### src/rtl/lp_pkg.sv
// Package: shared definitions for the loop profiler.
// Assumes nothing beyond IEEE 1800-2017 synthesizable constructs.
package lp_pkg;

    // Per-cycle table operation selected by the top level
    typedef enum logic [1:0] {
        OP_NONE  = 2'd0,
        OP_INC   = 2'd1,
        OP_HALVE = 2'd2,
        OP_ALLOC = 2'd3
    } lp_op_e;

endpackage

### src/rtl/lp_match.sv
// Associative lookup: compares a key against every valid entry.
// Assumes that at most one valid entry holds any address, so the
// OR-encoded index is exact.
module lp_match #(
    parameter int N_ENTRIES = 16,
    parameter int ADDR_W    = 32,
    localparam int IW       = (N_ENTRIES > 1) ? $clog2(N_ENTRIES) : 1
) (
    input  logic [N_ENTRIES-1:0]             valid,
    input  logic [N_ENTRIES-1:0][ADDR_W-1:0] addr,
    input  logic [ADDR_W-1:0]                key,
    output logic                             hit,
    output logic [IW-1:0]                    hit_idx
);

    logic [N_ENTRIES-1:0] eq;

    // One comparator per entry
    for (genvar g = 0; g < N_ENTRIES; g++) begin : g_cmp
        assign eq[g] = valid[g] && (addr[g] == key);
    end

    // Encode the (one-hot) match vector into an index
    always_comb begin
        hit     = |eq;
        hit_idx = '0;
        for (int i = 0; i < N_ENTRIES; i++) begin
            if (eq[i]) hit_idx = hit_idx | IW'(i);
        end
    end

endmodule

### src/rtl/lp_victim.sv
// Slot chooser: finds the lowest free entry and the entry with the
// smallest count (lowest index wins ties). Assumes N_ENTRIES >= 1.
module lp_victim #(
    parameter int N_ENTRIES = 16,
    parameter int CNT_W     = 16,
    localparam int IW       = (N_ENTRIES > 1) ? $clog2(N_ENTRIES) : 1
) (
    input  logic [N_ENTRIES-1:0]            valid,
    input  logic [N_ENTRIES-1:0][CNT_W-1:0] cnt,
    output logic                            full,
    output logic [IW-1:0]                   free_idx,
    output logic [IW-1:0]                   min_idx
);

    logic             found;
    logic [CNT_W-1:0] min_val;

    // Lowest free slot
    always_comb begin
        full     = &valid;
        found    = 1'b0;
        free_idx = '0;
        for (int i = 0; i < N_ENTRIES; i++) begin
            if (!valid[i] && !found) begin
                free_idx = IW'(i);
                found    = 1'b1;
            end
        end
    end

    // Smallest count; strict compare keeps the lowest index on ties
    always_comb begin
        min_idx = '0;
        min_val = cnt[0];
        for (int i = 1; i < N_ENTRIES; i++) begin
            if (cnt[i] < min_val) begin
                min_val = cnt[i];
                min_idx = IW'(i);
            end
        end
    end

endmodule

### src/rtl/lp_table.sv
// Entry storage: valid flag, loop address and count per entry, updated
// by a single operation per cycle on one selected slot (halving touches
// all). Assumes op OP_HALVE is issued only when the slot's count is at
// its maximum.
module lp_table
    import lp_pkg::*;
#(
    parameter int N_ENTRIES = 16,
    parameter int ADDR_W    = 32,
    parameter int CNT_W     = 16,
    localparam int IW       = (N_ENTRIES > 1) ? $clog2(N_ENTRIES) : 1
) (
    input  logic                             clk,
    input  logic                             rst_n,
    input  lp_op_e                           op,
    input  logic [IW-1:0]                    slot,
    input  logic [ADDR_W-1:0]                key,
    output logic [N_ENTRIES-1:0]             valid_q,
    output logic [N_ENTRIES-1:0][ADDR_W-1:0] addr_q,
    output logic [N_ENTRIES-1:0][CNT_W-1:0]  cnt_q
);

    for (genvar g = 0; g < N_ENTRIES; g++) begin : g_ent
        logic sel;
        assign sel = (slot == IW'(g));

        // Update one entry according to the current operation
        always_ff @(posedge clk) begin
            if (!rst_n) begin
                valid_q[g] <= 1'b0;
                addr_q[g]  <= '0;
                cnt_q[g]   <= '0;
            end else begin
                case (op)
                    OP_INC: begin
                        if (sel) cnt_q[g] <= cnt_q[g] + CNT_W'(1);
                    end
                    OP_HALVE: begin
                        if (sel) cnt_q[g] <= (cnt_q[g] >> 1) + CNT_W'(1);
                        else     cnt_q[g] <= cnt_q[g] >> 1;
                    end
                    OP_ALLOC: begin
                        if (sel) begin
                            valid_q[g] <= 1'b1;
                            addr_q[g]  <= key;
                            cnt_q[g]   <= CNT_W'(1);
                        end
                    end
                    default: ;
                endcase
            end
        end
    end

endmodule

### src/rtl/lp_profiler.sv
// Top level of the loop profiler. Observes the branch stream only;
// it has no output toward the processor. An event is a taken backward
// branch. Hits count, misses allocate or evict the least frequent
// entry, and saturation halves all counts. The read port is
// combinational. Assumes N_ENTRIES is a power of two.
module lp_profiler
    import lp_pkg::*;
#(
    parameter int N_ENTRIES = 16,
    parameter int ADDR_W    = 32,
    parameter int CNT_W     = 16,
    localparam int IW       = (N_ENTRIES > 1) ? $clog2(N_ENTRIES) : 1
) (
    input  logic              clk,
    input  logic              rst_n,
    input  logic [ADDR_W-1:0] fetch_pc,
    input  logic              br_taken,
    input  logic [ADDR_W-1:0] br_target,
    input  logic [IW-1:0]     rd_idx,
    output logic              rd_valid,
    output logic [ADDR_W-1:0] rd_addr,
    output logic [CNT_W-1:0]  rd_count
);

    localparam logic [CNT_W-1:0] CNT_MAX = '1;

    logic                             evt;
    logic                             hit;
    logic [IW-1:0]                    hit_idx;
    logic                             full;
    logic [IW-1:0]                    free_idx;
    logic [IW-1:0]                    min_idx;
    lp_op_e                           op;
    logic [IW-1:0]                    slot;
    logic [N_ENTRIES-1:0]             valid_q;
    logic [N_ENTRIES-1:0][ADDR_W-1:0] addr_q;
    logic [N_ENTRIES-1:0][CNT_W-1:0]  cnt_q;

    // Loop detection: taken branch going to a lower address
    assign evt = br_taken && (br_target < fetch_pc);

    lp_match #(.N_ENTRIES(N_ENTRIES), .ADDR_W(ADDR_W)) match_i (
        .valid   (valid_q),
        .addr    (addr_q),
        .key     (br_target),
        .hit     (hit),
        .hit_idx (hit_idx)
    );

    lp_victim #(.N_ENTRIES(N_ENTRIES), .CNT_W(CNT_W)) victim_i (
        .valid    (valid_q),
        .cnt      (cnt_q),
        .full     (full),
        .free_idx (free_idx),
        .min_idx  (min_idx)
    );

    // Choose this cycle's operation and target slot
    always_comb begin
        op   = OP_NONE;
        slot = full ? min_idx : free_idx;
        if (evt) begin
            if (hit) begin
                slot = hit_idx;
                op   = (cnt_q[hit_idx] == CNT_MAX) ? OP_HALVE : OP_INC;
            end else begin
                op   = OP_ALLOC;
            end
        end
    end

    lp_table #(.N_ENTRIES(N_ENTRIES), .ADDR_W(ADDR_W), .CNT_W(CNT_W)) table_i (
        .clk     (clk),
        .rst_n   (rst_n),
        .op      (op),
        .slot    (slot),
        .key     (br_target),
        .valid_q (valid_q),
        .addr_q  (addr_q),
        .cnt_q   (cnt_q)
    );

    // Combinational read port
    assign rd_valid = valid_q[rd_idx];
    assign rd_addr  = addr_q[rd_idx];
    assign rd_count = cnt_q[rd_idx];

endmodule

### config.mk
export PLATFORM = sky130hd
export DESIGN_NAME = lp_profiler
export DESIGN_NICKNAME = d
export VERILOG_FILES = /design/src/rtl/lp_pkg.sv /design/src/rtl/lp_match.sv /design/src/rtl/lp_victim.sv /design/src/rtl/lp_table.sv /design/src/rtl/lp_profiler.sv
export SDC_FILE = /design/constraint.sdc
export NUM_CORES = 2
export LEC_CHECK = 0
export ABC_AREA = 1
export BUFFER_PORTS_ARGS = -buffer_cell sky130_fd_sc_hd__buf_2
export CORE_MARGIN = 2
export CORE_UTILIZATION = 45
export DETAILED_ROUTE_END_ITERATION = 7
export HOLD_SLACK_MARGIN = 0.06
export PLACE_DENSITY = 0.66
export SETUP_SLACK_MARGIN = 0.05
export SLEW_MARGIN = 20
export SYNTH_ARGS = -nofsm -noshare
export SYNTH_HDL_FRONTEND = slang
export SYNTH_HIERARCHICAL = 1
export SYNTH_SLANG_ARGS = --single-unit
### constraint.sdc
create_clock -name clk -period 25.8 [get_ports clk]
set_input_delay 3.87 -clock clk [delete_from_list [all_inputs] [get_ports clk]]
set_output_delay 3.87 -clock clk [all_outputs]
set_load 0.02 [all_outputs]
==> metrics.yaml <==
placed_design:
  place_area_um2: 67400
  dp_slack_ns: -0.840
  dp_hpwl_mm: 202
  port_buffers: 119
  globalplace.congestion: 0.979
synth:
  ys.flop_type: "dfxtp_1"
  synthTopCellsByArea: "dfxtp_1, nand2_1, nand3_1"
  netlist_area_um2: 66200
  syn_inst: 11000
  syn_avg_cell_area_um2: 6.00
  synth_top_area_share_pct: 23.7
  yosys-top-cells-count: "nand2_1, nand3_1, o21ai_0"
  synth_fp_nets: 11400
  yosysWarnings: 6
  yosys_register_bits: 784
  post-synth-top-count-cell: "nand2_1"
  synth-edff-count: 0
  synth_cell_types: 63
  postSynth.asyncResetShare_pct: 0
  ys_seq_area_share_pct: 23.7
  yosys.area.top_type: "dfxtp_1"
sta:
  tightestPinTransition_ns: 1.25
  fin_crit_ns: 24.27
  max_slew_margin_pct: 17.0
  setup_tns_ns: 0
  maxSlewViolCount: 0
  setup_slack_ns: 1.53
  fmax_mhz: 41.2
  clock_skew_ns: 0.0612
  hold_viol: 0
  period_share_pct: 94.1
  finalSetupViolations: 0
  hold_ws_ns: 0.479
clock_network:
  ctsHoldBuffers: 0
  clk_pin_slew_worst_paths_ns: 0.06
  cts-root-buf: "clkbuf_16"
  clock_sinks: 784
  clock_latency_ns: 0.77
  cts_buffers: 97
  cts_buffer_depth: 3
  cts_tree: "done"
  htree_levels: 3
critical_path:
  endpoint_kind: "flip-flop"
  setup.worst_path.start_class: "flip-flop"
  rr_worst_depth: 147
  slowest_stage: "o21ai_0"
  rr_startpoint: "table_i/cnt_q[11]"
  crit_type: "reg -> reg"
  rr_endpoint: "table_i/addr_q[494]"
  cp_max_fo: 34
  arrival_ns: 24.92
  crit_start: "table_i/cnt_q[11]"
  cpMostUsedCell: "nand2_1"
  slowest_delay_ns: 0.38
  endpoint: "table_i/addr_q[494]"
  rrSetupSlack_ns: 1.53
  required_ns: 26.45
grt:
  grt_max_degree: 211
  first_global_vias: 69500
  antenna_found_initial: 1
  grt-ovfl-total: 0
  grt_first_pass_wirelength_mm: 437
  track_usage_pct: 37.4
die:
  core.rowCount: 140
  dieArea_um2: 150000
  ioPinCount: 120
  start_util_pct: 45.4
  die_x_um: 387
  coreArea_um2: 146000
  dieHeight_um: 387
route:
  vias: 77900
  wire_per_inst_um: 23.2
  drt-vias-per-instance: 6.09
  drt_wl_total_mm: 296
  firstDrtPassIters: 8
  ant_nets: 0
  drc: 1
  dr.first_iter.drc_count: 11800
layout:
  fin_area_um2: 71400
  final_nets: 11100
  area_delta_synth_final_pct: 7.86
  layout-drive-gt1-share_pct: 6.53
  nFillCells: 15300
status:
  violations: "DRC"
  status: "complete, but fails checks"
worst_hold_path:
  hp-class: "reg -> reg"
pwr:
  fin_total_pwr_w: 0.00575
  ir_worst_vdd_uv: 86.0
  leakagePower_nw: 27.8
  powerDensity_nw_per_um2: 80.5
job:
  cap_violations: 0
-- how the worst min path moves through the flow --
stage | start | to | slack, ns | cells after the start
global route | table_i/addr_q[23] | table_i/addr_q[23] | 0.49 | 2
detailed placement | table_i/addr_q[23] | table_i/addr_q[23] | 0.47 | 2
CTS | table_i/addr_q[23] | table_i/addr_q[23] | 0.48 | 2
finish | table_i/addr_q[23] | table_i/addr_q[23] | 0.48 | 2
floorplan | table_i/addr_q[159] | table_i/addr_q[159] | 0.45 | 2
global placement | table_i/addr_q[263] | table_i/addr_q[263] | 0.46 | 2
-- stage by stage --
| stage | instances | utilization, % |
|---|---|---|
| floorplan | 11000 | - |
| global placement | 12600 | 46.2 |
| detailed placement | 12600 | 46.2 |
| CTS | 12800 | 48.5 |
| global route | 12800 | 48.9 |
| finish | 12800 | 48.9 |
-- logic make-up after synthesis --
family,count (synthesis),share of synthesized area [%]
and+or+nand+nor,5206,32.9
AOI/OAI and AO/OA,2598,21.1
buffers and inverters,1776,11.6
DFF,784,23.7
adders and majority gates,269,5.09
xor gates and xnor gates,200,2.65
muxes,194,2.94
-- report_power, final --
part,internal [W],switching (W)
sequential,0.00124,0.0000666
combinational,0.000956,0.00202
clock,0.000844,0.000628
-- layer usage --
layer  routed length (um)  vias up  GRT usage [%]  part of all wire, %
met5                    0        -              0                    0
met4                19400        0           21.1                  6.5
met3                35200      912           6.41                   12
met2               126000     5159           56.9                   43
met1               116000    35800           49.9                   39
li1                     -    36000              -                    -
-- state kept, by name (all words and copies together) (netlist names) --
| signal | flops |
|---|---|
| table_i/valid_q | 16 |
| table_i/addr_q | 512 |
| table_i/cnt_q | 256 |
-- what timing repair did --
| action | CTS | global route |
|---|---|---|
| gates resized for setup | 34 | 162 |
| pin swaps | 0 | 8 |
| buffers inserted | 0 | 12 |
| cloned | 0 | 2 |
| endpoints found under the setup margin | 782 | 784 |
-- cell usage in the layout (no fill, tap or decap), types with 98 or more instances in the layout --
master,n
nand2_1,2850
nand3_1,1099
a21oi_1,1068
inv_1,1067
o21ai_0,1030
nor2_1,882
dfxtp_1,784
ha_1,269
o211ai_1,218
mux2i_1,190
buf_4,180
xnor2_1,120
nand4_1,119
buf_2,116
o21ai_1,109
clkbuf_16,98
-- critical path, delay by kind of cell (launching register included) --
family	cells	cell delay, ns
AND/OR/NAND/NOR	66	7.11
multiplexers	1	0.16
adder cells (fa/ha/maj)	15	4.71
AO/OA/AOI/OAI	45	8.47
flip-flops	1	0.33
buffers and inverters	20	3.27
-- cell type report --
type	instances	area [um^2]	area share [%]
flip-flops and latches	784	15700	22.0
clock inverters	39	598	0.838
well taps	1917	2400	3.36
multi-input cells	8468	43300	60.7
inverters	1112	4220	5.91
clock buffers	132	2700	3.78
repair buffers	327	2430	3.40
diodes	1	2.50	0.00351
No activity file was read; power rests on OpenSTA's default activity.
